<file path="src/rtl/ds_pkg.sv">
package ds_pkg;

    localparam int GRP_W    = 5;
    localparam int LFSR_LEN = 11;
    localparam int TAP_NEAR = 9;
    localparam int FILL_GROUPS = (LFSR_LEN + GRP_W - 1) / GRP_W;

    typedef logic [GRP_W-1:0]    grp_t;
    typedef logic [LFSR_LEN-1:0] hist_t;

    typedef enum logic {
        ST_HUNT = 1'b0,
        ST_LOCK = 1'b1
    } sync_st_t;

    typedef struct packed {
        logic valid;
        grp_t data;
    } beat_t;

    localparam grp_t IDLE_GRP = '1;

    // hist[0] is the most recent keystream bit, hist[i] is i+1 bits back.
    function automatic grp_t predict_keys(hist_t h);
        grp_t p;
        for (int j = 0; j < GRP_W; j++) begin
            p[j] = h[TAP_NEAR - 1 - j] ^ h[LFSR_LEN - 1 - j];
        end
        return p;
    endfunction

    function automatic hist_t push_group(hist_t h, grp_t b);
        hist_t n;
        n = h;
        for (int j = 0; j < GRP_W; j++) begin
            n = {n[LFSR_LEN-2:0], b[j]};
        end
        return n;
    endfunction

endpackage

</file>
<file path="src/rtl/ds_keystream.sv">
module ds_keystream
    import ds_pkg::*;
(
    input  logic clk,
    input  logic rst,
    input  logic advance,
    input  logic follow_line,
    input  grp_t line_grp,
    output grp_t key_grp
);

    hist_t hist_q;
    grp_t  load_bits;

    assign key_grp = predict_keys(hist_q);

    // Hunting assumes idle plaintext: the key is the inverted line.
    assign load_bits = follow_line ? ~line_grp : key_grp;

    always_ff @(posedge clk) begin
        if (rst) begin
            hist_q <= '0;
        end else if (advance) begin
            hist_q <= push_group(hist_q, load_bits);
        end
    end

endmodule

</file>
<file path="src/rtl/ds_sync_ctrl.sv">
module ds_sync_ctrl
    import ds_pkg::*;
#(
    parameter int LOCK_IDLES  = 16,
    parameter int HOLD_CYCLES = 18050,
    parameter int HOLD_IDLES  = 8,
    localparam int T_W = $clog2(HOLD_CYCLES + 1),
    localparam int R_W = $clog2(LOCK_IDLES + 1),
    localparam int I_W = $clog2(HOLD_IDLES + 1),
    localparam int F_W = $clog2(FILL_GROUPS + 1)
)(
    input  logic           clk,
    input  logic           rst,
    input  logic           grp_valid,
    input  grp_t           decoded,
    output logic           locked,
    output logic [T_W-1:0] hold_t
);

    sync_st_t       st_q;
    logic [F_W-1:0] fill_q;
    logic [R_W-1:0] run_q;
    logic [I_W-1:0] idles_q;
    logic [T_W-1:0] t_q;

    logic is_idle;
    logic filled;
    logic refresh;
    logic expire;

    assign is_idle = grp_valid && (decoded == IDLE_GRP);
    assign filled  = (fill_q == F_W'(FILL_GROUPS));
    assign refresh = is_idle && (idles_q == I_W'(HOLD_IDLES - 1));
    assign expire  = (t_q == T_W'(HOLD_CYCLES - 1));

    assign locked = (st_q == ST_LOCK);
    assign hold_t = t_q;

    always_ff @(posedge clk) begin
        if (rst) begin
            st_q    <= ST_HUNT;
            fill_q  <= '0;
            run_q   <= '0;
            idles_q <= '0;
            t_q     <= '0;
        end else begin
            unique case (st_q)
                ST_HUNT: begin
                    if (grp_valid) begin
                        if (!filled) begin
                            fill_q <= fill_q + 1'b1;
                        end else if (is_idle) begin
                            if (run_q == R_W'(LOCK_IDLES - 1)) begin
                                st_q    <= ST_LOCK;
                                run_q   <= '0;
                                t_q     <= '0;
                                idles_q <= '0;
                            end else begin
                                run_q <= run_q + 1'b1;
                            end
                        end else begin
                            fill_q <= '0;
                            run_q  <= '0;
                        end
                    end
                end
                ST_LOCK: begin
                    if (refresh) begin
                        t_q     <= '0;
                        idles_q <= '0;
                    end else if (expire) begin
                        st_q    <= ST_HUNT;
                        fill_q  <= '0;
                        run_q   <= '0;
                        t_q     <= '0;
                        idles_q <= '0;
                    end else begin
                        t_q <= t_q + 1'b1;
                        if (is_idle) begin
                            idles_q <= idles_q + 1'b1;
                        end
                    end
                end
                default: st_q <= ST_HUNT;
            endcase
        end
    end

endmodule

</file>
<file path="src/rtl/ds_out_stage.sv">
module ds_out_stage
    import ds_pkg::*;
(
    input  logic  clk,
    input  logic  rst,
    input  logic  bypass,
    input  logic  locked,
    input  beat_t line_beat,
    input  grp_t  decoded,
    output beat_t out_beat
);

    beat_t nxt;

    always_comb begin
        if (bypass) begin
            nxt = line_beat;
        end else if (locked && line_beat.valid) begin
            nxt.valid = 1'b1;
            nxt.data  = decoded;
        end else begin
            nxt = '0;
        end
    end

    always_ff @(posedge clk) begin
        if (rst) begin
            out_beat <= '0;
        end else begin
            out_beat <= nxt;
        end
    end

endmodule

</file>
<file path="src/rtl/descrambler_hold.sv">
module descrambler_hold
    import ds_pkg::*;
#(
    parameter int LOCK_IDLES  = 16,
    parameter int HOLD_CYCLES = 18050,
    parameter int HOLD_IDLES  = 8,
    localparam int T_W = $clog2(HOLD_CYCLES + 1)
)(
    input  logic       clk,
    input  logic       rst,
    input  logic       in_valid,
    input  logic [4:0] in_data,
    input  logic       bypass,
    output logic [4:0] out_data,
    output logic       out_valid,
    output logic       locked
);

    grp_t           key_grp;
    grp_t           decoded;
    logic           lock_w;
    logic [T_W-1:0] hold_t;
    beat_t          line_beat;
    beat_t          out_beat;

    assign decoded         = in_data ^ key_grp;
    assign line_beat.valid = in_valid;
    assign line_beat.data  = in_data;

    ds_keystream u_key (
        .clk         (clk),
        .rst         (rst),
        .advance     (in_valid),
        .follow_line (!lock_w),
        .line_grp    (in_data),
        .key_grp     (key_grp)
    );

    ds_sync_ctrl #(
        .LOCK_IDLES  (LOCK_IDLES),
        .HOLD_CYCLES (HOLD_CYCLES),
        .HOLD_IDLES  (HOLD_IDLES)
    ) u_sync (
        .clk       (clk),
        .rst       (rst),
        .grp_valid (in_valid),
        .decoded   (decoded),
        .locked    (lock_w),
        .hold_t    (hold_t)
    );

    ds_out_stage u_out (
        .clk       (clk),
        .rst       (rst),
        .bypass    (bypass),
        .locked    (lock_w),
        .line_beat (line_beat),
        .decoded   (decoded),
        .out_beat  (out_beat)
    );

    assign out_data  = out_beat.data;
    assign out_valid = out_beat.valid;
    assign locked    = lock_w;

endmodule

</file>
<file path="config.mk">
export PLATFORM = sky130hd
export DESIGN_NAME = descrambler_hold
export DESIGN_NICKNAME = d
export VERILOG_FILES = /design/src/rtl/ds_pkg.sv /design/src/rtl/ds_keystream.sv /design/src/rtl/ds_sync_ctrl.sv /design/src/rtl/ds_out_stage.sv /design/src/rtl/descrambler_hold.sv
export SDC_FILE = /design/constraint.sdc
export NUM_CORES = 1
export LEC_CHECK = 0
export ABC_CLOCK_PERIOD_IN_PS = 4090
export BUFFER_PORTS_ARGS = -buffer_cell sky130_fd_sc_hd__buf_2
export CORE_MARGIN = 2
export CORE_UTILIZATION = 40
export DETAILED_ROUTE_END_ITERATION = 10
export HOLD_SLACK_MARGIN = 0.12
export PLACE_DENSITY = 0.62
export SKIP_CTS_REPAIR_TIMING = 1
export SLEW_MARGIN = 20
export SYNTH_ARGS = -nofsm -noshare
export SYNTH_HDL_FRONTEND = slang
export SYNTH_SLANG_ARGS = --single-unit
export TNS_END_PERCENT = 30
</file>
<file path="constraint.sdc">
create_clock -name clk -period 4.09 [get_ports clk]
set_clock_uncertainty 0.2 [all_clocks]
set_input_delay 1.0225 -clock clk [delete_from_list [all_inputs] [get_ports clk]]
set_output_delay 1.0225 -clock clk [all_outputs]
set_load 0.005 [all_outputs]
</file>
==> flow_metrics.env <==
export IMPL_initial_core_util_pct=41.6
export IMPL_gp_congestion=0.785
export IMPL_stdcell_count=341
export IMPL_yosys_area_top_type_share_pct=38.2
export IMPL_dr_pass1_iters=4
export IMPL_setup_viol=0
export IMPL_cts_buffers=5
export IMPL_synth_most_common_cell="dfxtp_1"
export IMPL_ys_top_cells_by_area="dfxtp_1, xor2_1, nor2_1"
export IMPL_drive_gt1_share_pct=14.9
export IMPL_clk_latency_ns=0.29
export IMPL_crit_arrival_ns=2.91
export IMPL_dp_cells=333
export IMPL_min_period_ns=2.95
export IMPL_hold_viol=0
export IMPL_tightest_slew_ns=0.628
export IMPL_dp_slack_ns=0.842
export IMPL_placementRows=27
export IMPL_async_flop_share_pct=0
export IMPL_vdd_drop_max_mv=0.156
export IMPL_layout_nets=282
export IMPL_ios=16
export IMPL_max_cap_viol_count=0
export IMPL_root_buffer="clkbuf_8"
export IMPL_antenna_found_initial=0
export IMPL_start_kind="input pin"
export IMPL_die_area_um2=6390
export IMPL_cp_required_ns=4.06
export IMPL_cts_tree="done"
export IMPL_drc=0
export IMPL_ys_ff_latch=44
export IMPL_yosysSeqAreaShare_pct=38.2
export IMPL_rsz0062_at_grt="false"
export IMPL_cts_htree_levels=2
export IMPL_wl_met3_um=178
export IMPL_vias=1838
export IMPL_seq_area_um2=881
export IMPL_die_w_um=79.9
export IMPL_syn_to_final_growth_pct=9.66
export IMPL_clk_path_buf_depth=2
export IMPL_grt_start_max_net_pins=26
export IMPL_grt_usage_pct=15.8
export IMPL_synth_area_um2=2310
export IMPL_tns_ns=0
export IMPL_critPathKind="in -> reg"
export IMPL_netlist_top_cells_count="dfxtp_1, nor2_1, nand2_1, xor2_1, o21ai_0"
export IMPL_numPortBuffers=15
export IMPL_syn_inst=255
export IMPL_fp_dieH_um=79.9
export IMPL_syn_area_per_cell_um2=9.04
export IMPL_wl_per_cell_um=13.5
export IMPL_ys_warn_count=0
export IMPL_syn_nets=269
export IMPL_setup_ws_ns=1.14
export IMPL_stdcell_area_um2=2530
export IMPL_route_antenna_remaining_nets=0
export IMPL_nFillCells=558
export IMPL_drt_iter0_drc=102
export IMPL_status="finished clean"
export IMPL_yosys_area_top_type="dfxtp_1"
export IMPL_yosys_cell_types_count=55
export IMPL_coreArea_um2=5540
export IMPL_grt_pass1_vias=1773
export IMPL_synth_ff_type="dfxtp_1"
export IMPL_met2_length_mm=2.08
export IMPL_topRoutingLayerUsed="met4"
export IMPL_drt_met1_wl_mm=2.25
export IMPL_dpl_hpwl_mm=3.19
export IMPL_clock_sinks=44
export IMPL_vias_per_cell=5.39
export IMPL_place_area_um2=2440
export IMPL_fmax_mhz=339
export IMPL_relSlewSlack_pct=58.1
export IMPL_cts_clk_slew_worst_paths_ns=0.07
export IMPL_drt_wl_total_mm=4.59
export IMPL_drv_slew=0
export IMPL_overflow=0
export IMPL_p_total_uw=784
export IMPL_crit_fanout=15
export IMPL_fin_crit_sh_pct=72.0
export IMPL_grt_pass1_wl_mm=8.12
export IMPL_hp_class="reg -> reg"
export IMPL_synth_edf_count=0
export IMPL_endpoint_kind="register"
export IMPL_p_leak_nw=0.994
export IMPL_powerDensity_nw_per_um2=310
export IMPL_n_antenna_cell=0
export IMPL_multiInputGateArea_um2=1340
==> where the power goes <==
group / internal (mW) / leakage [nW] / switching, mW
clock: 0.138 / 0.0455 / 0.142
sequential: 0.437 / 0.357 / 0.00649
combinational: 0.0260 / 0.592 / 0.0356
total: 0.601 / 0.994 / 0.184
==> logic make-up (layout without fill, tap and decap cells) <==
group	after synthesis	after routing	share of synthesized area (%)
adders and majority gates	5	5	2.71
buffers and inverters	20	34	3.69
xor gates and xnor gates	24	24	9.77
AOI/OAI and AO/OA	56	56	18.1
muxes	12	12	5.26
and+or+nand+nor	94	94	22.2
DFF	44	44	38.2
==> layer usage <==
metal	up-vias	GRT usage [%]
met4	0	6.10
met1	859	20.6
met2	31	25.5
li1	941	-
met3	7	3.28
met5	-	0
==> cell usage in the layout, fill, tap and decap left out, types with 2 or more instances in the layout <==
cell type	Yosys	layout
dfxtp_1	44	44
nor2_1	32	32
nand2_1	17	17
xor2_1	16	16
buf_2	2	15
o21ai_0	13	13
a21oi_1	12	12
mux2i_1	11	11
inv_1	8	8
xnor2_1	7	7
nand3_1	7	7
o211ai_1	7	7
clkbuf_8	0	6
or3b_2	5	5
ha_1	5	5
or3_1	4	4
o2111ai_1	4	4
nand4_1	3	3
or4b_1	3	3
and2_1	3	3
nand3b_1	3	3
buf_4	2	3
a221oi_4	2	2
and3_1	2	2
nor2b_1	2	2
a211oi_1	2	2
o22ai_1	2	2
o32ai_1	2	2
a21o_1	2	2
clkbuf_1	7	2
==> worst paths after layout <==
path | slack [ns] | startpoint | to | depth (start not counted)
max | 1.14 | in_data[0] | u_sync.hold_t[2]$_SDFFE_PP0P_ | 8
min | 0.23 | u_sync.run_q[4]$_SDFFE_PP0P_ | u_sync.run_q[4]$_SDFFE_PP0P_ | 2
max reg2reg | 1.52 | u_sync.hold_t[0]$_SDFFE_PP0P_ | u_sync.run_q[2]$_SDFFE_PP0P_ | 6
min reg2reg | 0.23 | u_sync.run_q[4]$_SDFFE_PP0P_ | u_sync.run_q[4]$_SDFFE_PP0P_ | 2
==> worst max-delay path, cell delays in order <==
cell and delay, ns:
buf_2 0.13, xnor2_1 0.13, or3_1 0.46, a221oi_4 0.30, buf_4 0.23, nor2_2 0.11
o21ai_4 0.42, nor2_1 0.10
==> stage by stage <==
| stage | util (%) | hold slack [ns] |
|---|---|---|
| 2_1_floorplan | - | 0.208 |
| 3_3_place_gp | 44.0 | 0.216 |
| 3_5_place_dp | 44.0 | 0.220 |
| 4_1_cts | 45.6 | 0.232 |
| 5_1_grt | 45.6 | 0.267 |
| 6_report | 45.6 | 0.230 |
==> sequential cells by signal, summed over array words and instances (netlist names) <==
signal	cells
u_sync.run_q	5
u_sync.fill_q	2
u_sync.locked	1
u_key.hist_q	11
u_sync.hold_t	15
u_sync.idles_q	4
u_out.out_beat	6
==> cell type report <==
cell class	count	share of cell area (%)
Timing Repair Buffer	18	3.86
Sequential cell	44	34.8
Clock buffer	8	3.56
Multi-Input combinational cell	191	53.0
Inverter	8	1.19
Tap cell	72	3.56
Power figures use the tool's default switching activity.
